**src/rtl/chop_pkg.sv**
```systemverilog
package chop_pkg;
  localparam int unsigned CHOP_DIV_W  = 8;
  localparam int unsigned CHOP_PHASES = 3;
  // configuration word layout relative to divisor width
  function automatic int unsigned hi_en_bit(input int unsigned div_w);
    return div_w;
  endfunction
  function automatic int unsigned lo_en_bit(input int unsigned div_w);
    return div_w + 1;
  endfunction
endpackage

```
**src/rtl/chop_cfg_reg.sv**
```systemverilog
module chop_cfg_reg #(
  parameter int unsigned DIV_W = chop_pkg::CHOP_DIV_W,
  localparam int unsigned CFG_W = DIV_W + 2
) (
  input  logic             clk,
  input  logic             rst_n,
  input  logic             wr,
  input  logic [CFG_W-1:0] wdata,
  output logic [DIV_W-1:0] div,
  output logic             hi_en,
  output logic             lo_en,
  output logic             restart
);
  localparam int unsigned HI_B = chop_pkg::hi_en_bit(DIV_W);
  localparam int unsigned LO_B = chop_pkg::lo_en_bit(DIV_W);

  logic [CFG_W-1:0] cfg_q, cfg_d;

  always_comb begin
    cfg_d = cfg_q;
    if (wr) cfg_d = wdata;
  end

  always_ff @(posedge clk or negedge rst_n) begin
    if (!rst_n) cfg_q <= '0;
    else        cfg_q <= cfg_d;
  end

  assign div     = cfg_q[DIV_W-1:0];
  assign hi_en   = cfg_q[HI_B];
  assign lo_en   = cfg_q[LO_B];
  assign restart = wr;

  AST_CFG_HOLD: assert property (@(posedge clk) disable iff (!rst_n)
    !wr |=> $stable(cfg_q));
  AST_CFG_LOAD: assert property (@(posedge clk) disable iff (!rst_n)
    wr |=> (cfg_q == $past(wdata)));
endmodule

```
**src/rtl/chop_prescaler.sv**
```systemverilog
module chop_prescaler #(
  parameter int unsigned DIV_W = chop_pkg::CHOP_DIV_W,
  localparam int unsigned HALF_W = DIV_W + 1
) (
  input  logic             clk,
  input  logic             rst_n,
  input  logic [DIV_W-1:0] div,
  input  logic             restart,
  output logic             carrier
);
  logic [HALF_W-1:0] hcnt_q, hcnt_d;
  logic              car_q, car_d;
  logic [HALF_W-1:0] half_last;
  logic              tick_en;
  logic              wrap;

  // last count of a half period: 2*(div+1)-1
  assign half_last = {div, 1'b1};
  assign tick_en   = 1'b1;
  assign wrap      = (hcnt_q == half_last);

  always_comb begin
    hcnt_d = hcnt_q;
    car_d  = car_q;
    if (restart) begin
      hcnt_d = '0;
      car_d  = 1'b1;
    end else if (tick_en) begin
      if (wrap) begin
        hcnt_d = '0;
        car_d  = ~car_q;
      end else begin
        hcnt_d = hcnt_q + 1'b1;
      end
    end
  end

  always_ff @(posedge clk or negedge rst_n) begin
    if (!rst_n) begin
      hcnt_q <= '0;
      car_q  <= 1'b1;
    end else begin
      hcnt_q <= hcnt_d;
      car_q  <= car_d;
    end
  end

  assign carrier = car_q;

  AST_HALF_BOUND: assert property (@(posedge clk) disable iff (!rst_n)
    $stable(div) |=> (hcnt_q <= half_last));
  AST_RESTART_HIGH: assert property (@(posedge clk) disable iff (!rst_n)
    restart |=> (car_q && hcnt_q == '0));
  AST_FLIP_AT_WRAP: assert property (@(posedge clk) disable iff (!rst_n)
    (!restart && wrap) |=> (car_q != $past(car_q)));
  AST_HOLD_MID_HALF: assert property (@(posedge clk) disable iff (!rst_n)
    (!restart && !wrap) |=> $stable(car_q));
endmodule

```
**src/rtl/chop_gate.sv**
```systemverilog
module chop_gate #(
  parameter int unsigned N = chop_pkg::CHOP_PHASES
) (
  input  logic         clk,
  input  logic         rst_n,
  input  logic [N-1:0] raw,
  input  logic         carrier,
  input  logic         en,
  output logic [N-1:0] chopped
);
  logic pass;
  assign pass = carrier | ~en;

  for (genvar i = 0; i < N; i++) begin : g_leg
    assign chopped[i] = raw[i] & pass;
  end

  AST_OFF_STAYS_OFF: assert property (@(posedge clk) disable iff (!rst_n)
    (chopped & ~raw) == '0);
  AST_BYPASS: assert property (@(posedge clk) disable iff (!rst_n)
    !en |-> (chopped == raw));
  AST_CHOP_LOW: assert property (@(posedge clk) disable iff (!rst_n)
    (en && !carrier) |-> (chopped == '0));
endmodule

```
**src/rtl/gate_chop_mod.sv**
```systemverilog
module gate_chop_mod #(
  parameter int unsigned DIV_W  = chop_pkg::CHOP_DIV_W,
  parameter int unsigned PHASES = chop_pkg::CHOP_PHASES
) (
  input  logic              clk,
  input  logic              rst_n,
  input  logic              cfg_wr,
  input  logic [DIV_W+1:0]  cfg_wdata,
  input  logic [PHASES-1:0] pwm_hi_in,
  input  logic [PHASES-1:0] pwm_lo_in,
  output logic [PHASES-1:0] pwm_hi_out,
  output logic [PHASES-1:0] pwm_lo_out
);
  logic [DIV_W-1:0] div;
  logic             hi_en, lo_en, restart, carrier;

  chop_cfg_reg #(.DIV_W(DIV_W)) u_cfg (
    .clk(clk), .rst_n(rst_n), .wr(cfg_wr), .wdata(cfg_wdata),
    .div(div), .hi_en(hi_en), .lo_en(lo_en), .restart(restart)
  );

  chop_prescaler #(.DIV_W(DIV_W)) u_pre (
    .clk(clk), .rst_n(rst_n), .div(div), .restart(restart), .carrier(carrier)
  );

  chop_gate #(.N(PHASES)) u_hi (
    .clk(clk), .rst_n(rst_n), .raw(pwm_hi_in), .carrier(carrier),
    .en(hi_en), .chopped(pwm_hi_out)
  );

  chop_gate #(.N(PHASES)) u_lo (
    .clk(clk), .rst_n(rst_n), .raw(pwm_lo_in), .carrier(carrier),
    .en(lo_en), .chopped(pwm_lo_out)
  );
endmodule

```
**config.mk**
```make
export PLATFORM = sky130hd
export DESIGN_NAME = gate_chop_mod
export DESIGN_NICKNAME = d
export VERILOG_FILES = /design/src/rtl/chop_pkg.sv /design/src/rtl/chop_cfg_reg.sv /design/src/rtl/chop_prescaler.sv /design/src/rtl/chop_gate.sv /design/src/rtl/gate_chop_mod.sv
export SDC_FILE = /design/constraint.sdc
export NUM_CORES = 1
export LEC_CHECK = 0
export ABC_CLOCK_PERIOD_IN_PS = 1800
export CORE_UTILIZATION = 40
export DETAILED_ROUTE_END_ITERATION = 8
export GPL_TIMING_DRIVEN = 0
export PLACE_DENSITY = 0.67
export SETUP_SLACK_MARGIN = 0.05
export SLEW_MARGIN = 25
export SYNTH_ARGS = -nofsm -noshare
export SYNTH_HDL_FRONTEND = slang
export SYNTH_SLANG_ARGS = --single-unit
```
**constraint.sdc**
```tcl
create_clock -name clk -period 1.8 [get_ports clk]
set_input_delay 0.54 -clock clk [delete_from_list [all_inputs] [get_ports clk]]
set_output_delay 0.54 -clock clk [all_outputs]
set_load 0.05 [all_outputs]
```
# After elaboration in Yosys (flattened, before gate mapping)
# Index checks and enable logic that the tools add are counted.
[classes] addsub=1 n_eq_ne=1 muxes=4 bitwise_logic=11 n_reduce_logical=1
[op_table] op="9-bit 2-to-1 mux" count=2
[op_table] op="9-bit by 1-bit adder with 9-bit output (second input constant)" count=1
[op_table] op="9-bit equality test" count=1
[op_table] op="1-bit bitwise AND" count=6
[op_table] op="1-bit inverter" count=3
[op_table] op="1-bit 2-to-1 mux" count=2
[op_table] op="1-bit bitwise OR" count=2
[op_table] op="2-bit nonzero test" count=1
[totals] regBits=20 input_bits=19 out_inout_bits=6 elab_cells=21

# Longest topological paths before layout
[logic_depth] depth_word=3 depth_mapped=5 ltp_nobuf=5

# Cells and area by module
# A second synthesis with hierarchy kept.
[unflattened] cells_unflattened=83 area_unflattened_um2=1043.5
[modules_own_cells] mod="chop_prescaler" n_inst=1 cells_each=53 area_per_inst_um2=554.3
[modules_own_cells] mod="chop_cfg_reg" n_inst=1 cells_each=22 area_per_inst_um2=419.2
[modules_own_cells] mod="chop_gate" n_inst=2 cells_each=4 area_per_inst_um2=35.0

# Worst setup path before layout
# Ideal clock, no wire load.
[synth_timing] kind="reg2out" from="reg u_pre.car_q (netlist: u_pre.carrier)" to="out pwm_hi_out[0]" arrival_time_ns=1.049 path_slack_ns=0.211 stages_incl_launch_ff=3 path_cell_list="dfstp_2 > nand2b_1 > and2_1"
[synth_between] elab_chain_cells=2
[synth_rtl] element="start, declared" line="chop_prescaler.sv:12" source="logic car_q, car_d;"
[synth_rtl] element="start signal, assigned" line="chop_prescaler.sv:44" source="car_q <= car_d;"
[synth_rtl] element="1-bit bitwise OR" line="chop_gate.sv:12" source="assign pass = carrier | ~en;"
[synth_rtl] element="1-bit bitwise AND" line="chop_gate.sv:15" source="assign chopped[i] = raw[i] & pass;"
[synth_rtl] element="end, declared" line="gate_chop_mod.sv:11" source="output logic [PHASES-1:0] pwm_hi_out,"
# Every way passes these cells.

# Final worst setup path
[layout_timing] from="reg u_pre.car_q (netlist: u_pre.carrier)" to="out pwm_hi_out[1]"
# Same word-level chain as after synthesis.

==> flow_metrics.tcl <==
set metrics [dict create \
    synth-seq-cells 20 \
    combPwrFrac_pct 20.7 \
    finalMaxSlewViolations 0 \
    start_util_pct 43.9 \
    grt_pass1_vias 711 \
    p_clk_share_pct 24.1 \
    path_clk_slew_ns 0.11 \
    die_h_um 52.0 \
    powerDensity_mw_per_mm2 674 \
    portBuffers 24 \
    outcome "finished, violations left" \
    endpoint_kind "output port" \
    slowest_delay_ns 0.56 \
    clock-sinks 20 \
    antenna_cells 0 \
    dpl_cell_area_mm2 0.00127 \
    postSynthCellCount 84 \
    grt_pass1_wl_mm 3.02 \
    wire_per_inst_um 13.1 \
    antenna_found_initial 0 \
    cts_tree "done" \
    clk-insertion-delay-late_ns 0.30 \
    startpoint "u_pre.carrier" \
    arrival_ns 1.27 \
    setup_viol 6 \
    ant_nets 0 \
    synth.most_common_cell "dfrtp_1" \
    crit_path_start_kind "flop" \
    hold_viol_final 0 \
    min_to "u_pre.hcnt_q[0]" \
    crit_slowest_cell "dfstp_2" \
    crit_type "reg2out" \
    num_io_pins 25 \
    regToRegStartpoint "u_pre.hcnt_q[5]" \
    firstDrtPassIters 4 \
    final_util_pct 59.8 \
    die_area_mm2 0.00270 \
    cts.path.max_buffers 2 \
    synth_cell_types 21 \
    die_w_um 52.0 \
    r2r.worst_path.cells 4 \
    grtUsageTotal_pct 16.1 \
    core_area_mm2 0.00228 \
    layout.cells.non_filler 141 \
    power_mw 0.917 \
    min_from "u_pre.hcnt_q[0]" \
    drc_errors 0 \
    routed_via_density 4.91 \
    synthTopCellsByCount "dfrtp_1 (19), nor2_1 (11), mux2_2 (9), xnor2_1 (9), and2_1 (6)" \
    grt_max_degree 21 \
    switching_power_mw 0.246 \
    synthFlopType "dfrtp_1" \
    grt-ovfl-total 0 \
    synth-seq-area-share_pct 50.3 \
    critical_path_required_ns 1.26 \
    path_cells "nand2b_4 -> and2_4 -> buf_8" \
    fin_ws_ns -0.0130 \
    drt_iter0_drc 6 \
    fp-row-count 17 \
    power.internal_mw 0.671 \
    hold_path_class "reg2reg" \
    max_freq_mhz 552 \
    place_ws_ns -0.657 \
    cts-buffers-inserted 3 \
    period_share_pct 101 \
    swShare_pct 26.8 \
    reg2reg_slack_ns 0.34 \
    gp_congestion 0.802 \
    syn2layout_area_growth_pct 36.3 \
    dpl.cell_count 136 \
    finClkSkew_ns 0.00230 \
    cp_max_fo 3 \
    synthTopCellsByArea "dfrtp_1 (48%), mux2_2 (10%), xnor2_1 (7.9%)" \
    finalSetupTns_ns -0.0531 \
    routed-via-count 692 \
    yosys.area.top_type "dfrtp_1" \
    drt_wl_total_mm 1.85 \
    drive_gt1_share_pct 31.9 \
    grt_setup_unrepaired "true" \
    yosys.area.top_type_share_pct 47.6 \
    min_delay_path_depth 1 \
    synthesis.nets 104 \
    whs_ns 0.521 \
    critPathTopFamily "flip-flops" \
    htree_levels 1 \
    stdcell_area_mm2 0.00136 \
    root_buffer "clkbuf_4" \
    synth-edff-count 0 \
    violations "setup timing" \
    yosysWarnings 0 \
    fin_nets 134 \
    vdd_ir_drop_max_v 0.000394 \
    ys_async_sr_fraction_pct 100 \
    cp.buffers_inverters 1 \
    cts_hold_buf 0 \
    p_leak_nw 0.582 \
    dp_hpwl_mm 1.35 \
    reg2reg_to "u_pre.carrier" \
    drv_cap 0 \
    avgSynthCellArea_um2 11.9 \
    seqPwrFrac_pct 55.2 \
    worst_pin_slew_ns 0.877 \
    syn_area_um2 998 \
    relSlewSlack_pct 41.4 \
    period_needed_ns 1.81 \
]
==> timing repair <==
action / in CTS / in global routing
setup endpoints to repair: 15 / 6
cloned: 0 / 0
buffers inserted: 1 / 0
resized for setup: 63 / 0
pin swaps: 6 / 0
==> final cells by class <==
| type | instances | area (um^2) |
|---|---|---|
| plain buffers | 1 | 5.00 |
| well taps | 28 | 35.0 |
| inverters | 2 | 7.51 |
| clock buffers | 4 | 26.3 |
| repair buffers | 25 | 270 |
| multi-input cells | 61 | 515 |
| fillers | 189 | 915 |
| flip-flops and latches | 20 | 502 |
==> power groups by stage <==
stage	clock (mW)	combinational (mW)	sequential, mW
2_1_floorplan	0	0.107	0.507
3_3_place_gp	0	0.175	0.512
3_5_place_dp	0	0.180	0.512
4_1_cts	0.230	0.193	0.506
5_1_grt	0.246	0.205	0.510
6_report	0.221	0.190	0.506
==> flip-flops by register name (all words and copies together) (netlist names) <==
register / flops
u_cfg.cfg_q: 10
u_pre.hcnt_q: 9
u_pre.carrier: 1
==> placed cells by master (no fill, tap or decap) <==
| cell type | n |
|---|---|
| buf_4 | 1 |
| dlygate4sd2_1 | 6 |
| and2_4 | 6 |
| nand2b_4 | 2 |
| dfrtp_1 | 19 |
| clkbuf_4 | 3 |
| nand3_2 | 1 |
| nor2_1 | 11 |
| xnor2_2 | 4 |
| buf_8 | 6 |
| dfstp_2 | 1 |
| ha_1 | 1 |
| clkbuf_1 | 1 |
| xor2_1 | 2 |
| clkdlybuf4s50_1 | 12 |
| nand3_1 | 4 |
| nor3_1 | 2 |
| o31ai_1 | 1 |
| buf_2 | 1 |
| o31ai_4 | 1 |
| nand2_1 | 5 |
| nand4_2 | 1 |
| xnor2_1 | 9 |
| mux2_2 | 9 |
| or4_1 | 1 |
| mux2_1 | 1 |
| inv_1 | 2 |
==> logic make-up (layout without fill, tap and decap cells) <==
logic type	count (synthesis)	count (layout)	share of synthesized area [%]
compound gates	2	2	2.88
xor+xnor	15	15	16.2
fa+ha+maj	1	1	1.25
buf+inv	3	32	1.13
flops	20	20	50.3
mux	10	10	11.3
simple gates	33	33	17.0
==> worst max-delay path by stage <==
| stage | cells after the start | endpoint |
|---|---|---|
| finish | 3 | pwm_hi_out[1] |
| global placement | 3 | pwm_lo_out[2] |
| global route | 3 | pwm_hi_out[1] |
| CTS | 3 | pwm_hi_out[2] |
| floorplan | 2 | pwm_hi_out[0] |
| detailed placement | 3 | pwm_lo_out[0] |
==> layer usage <==
| metal | wire length [um] | global-route usage (%) | vias to the layer above |
|---|---|---|---|
| met4 | 48 | 9.46 | 0 |
| met2 | 897 | 26.7 | 24 |
| met1 | 791 | 19.0 | 329 |
| li1 | - | - | 334 |
| met3 | 114 | 3.22 | 5 |
| met5 | 0 | 0 | - |
(Power assumes the default switching activity.)
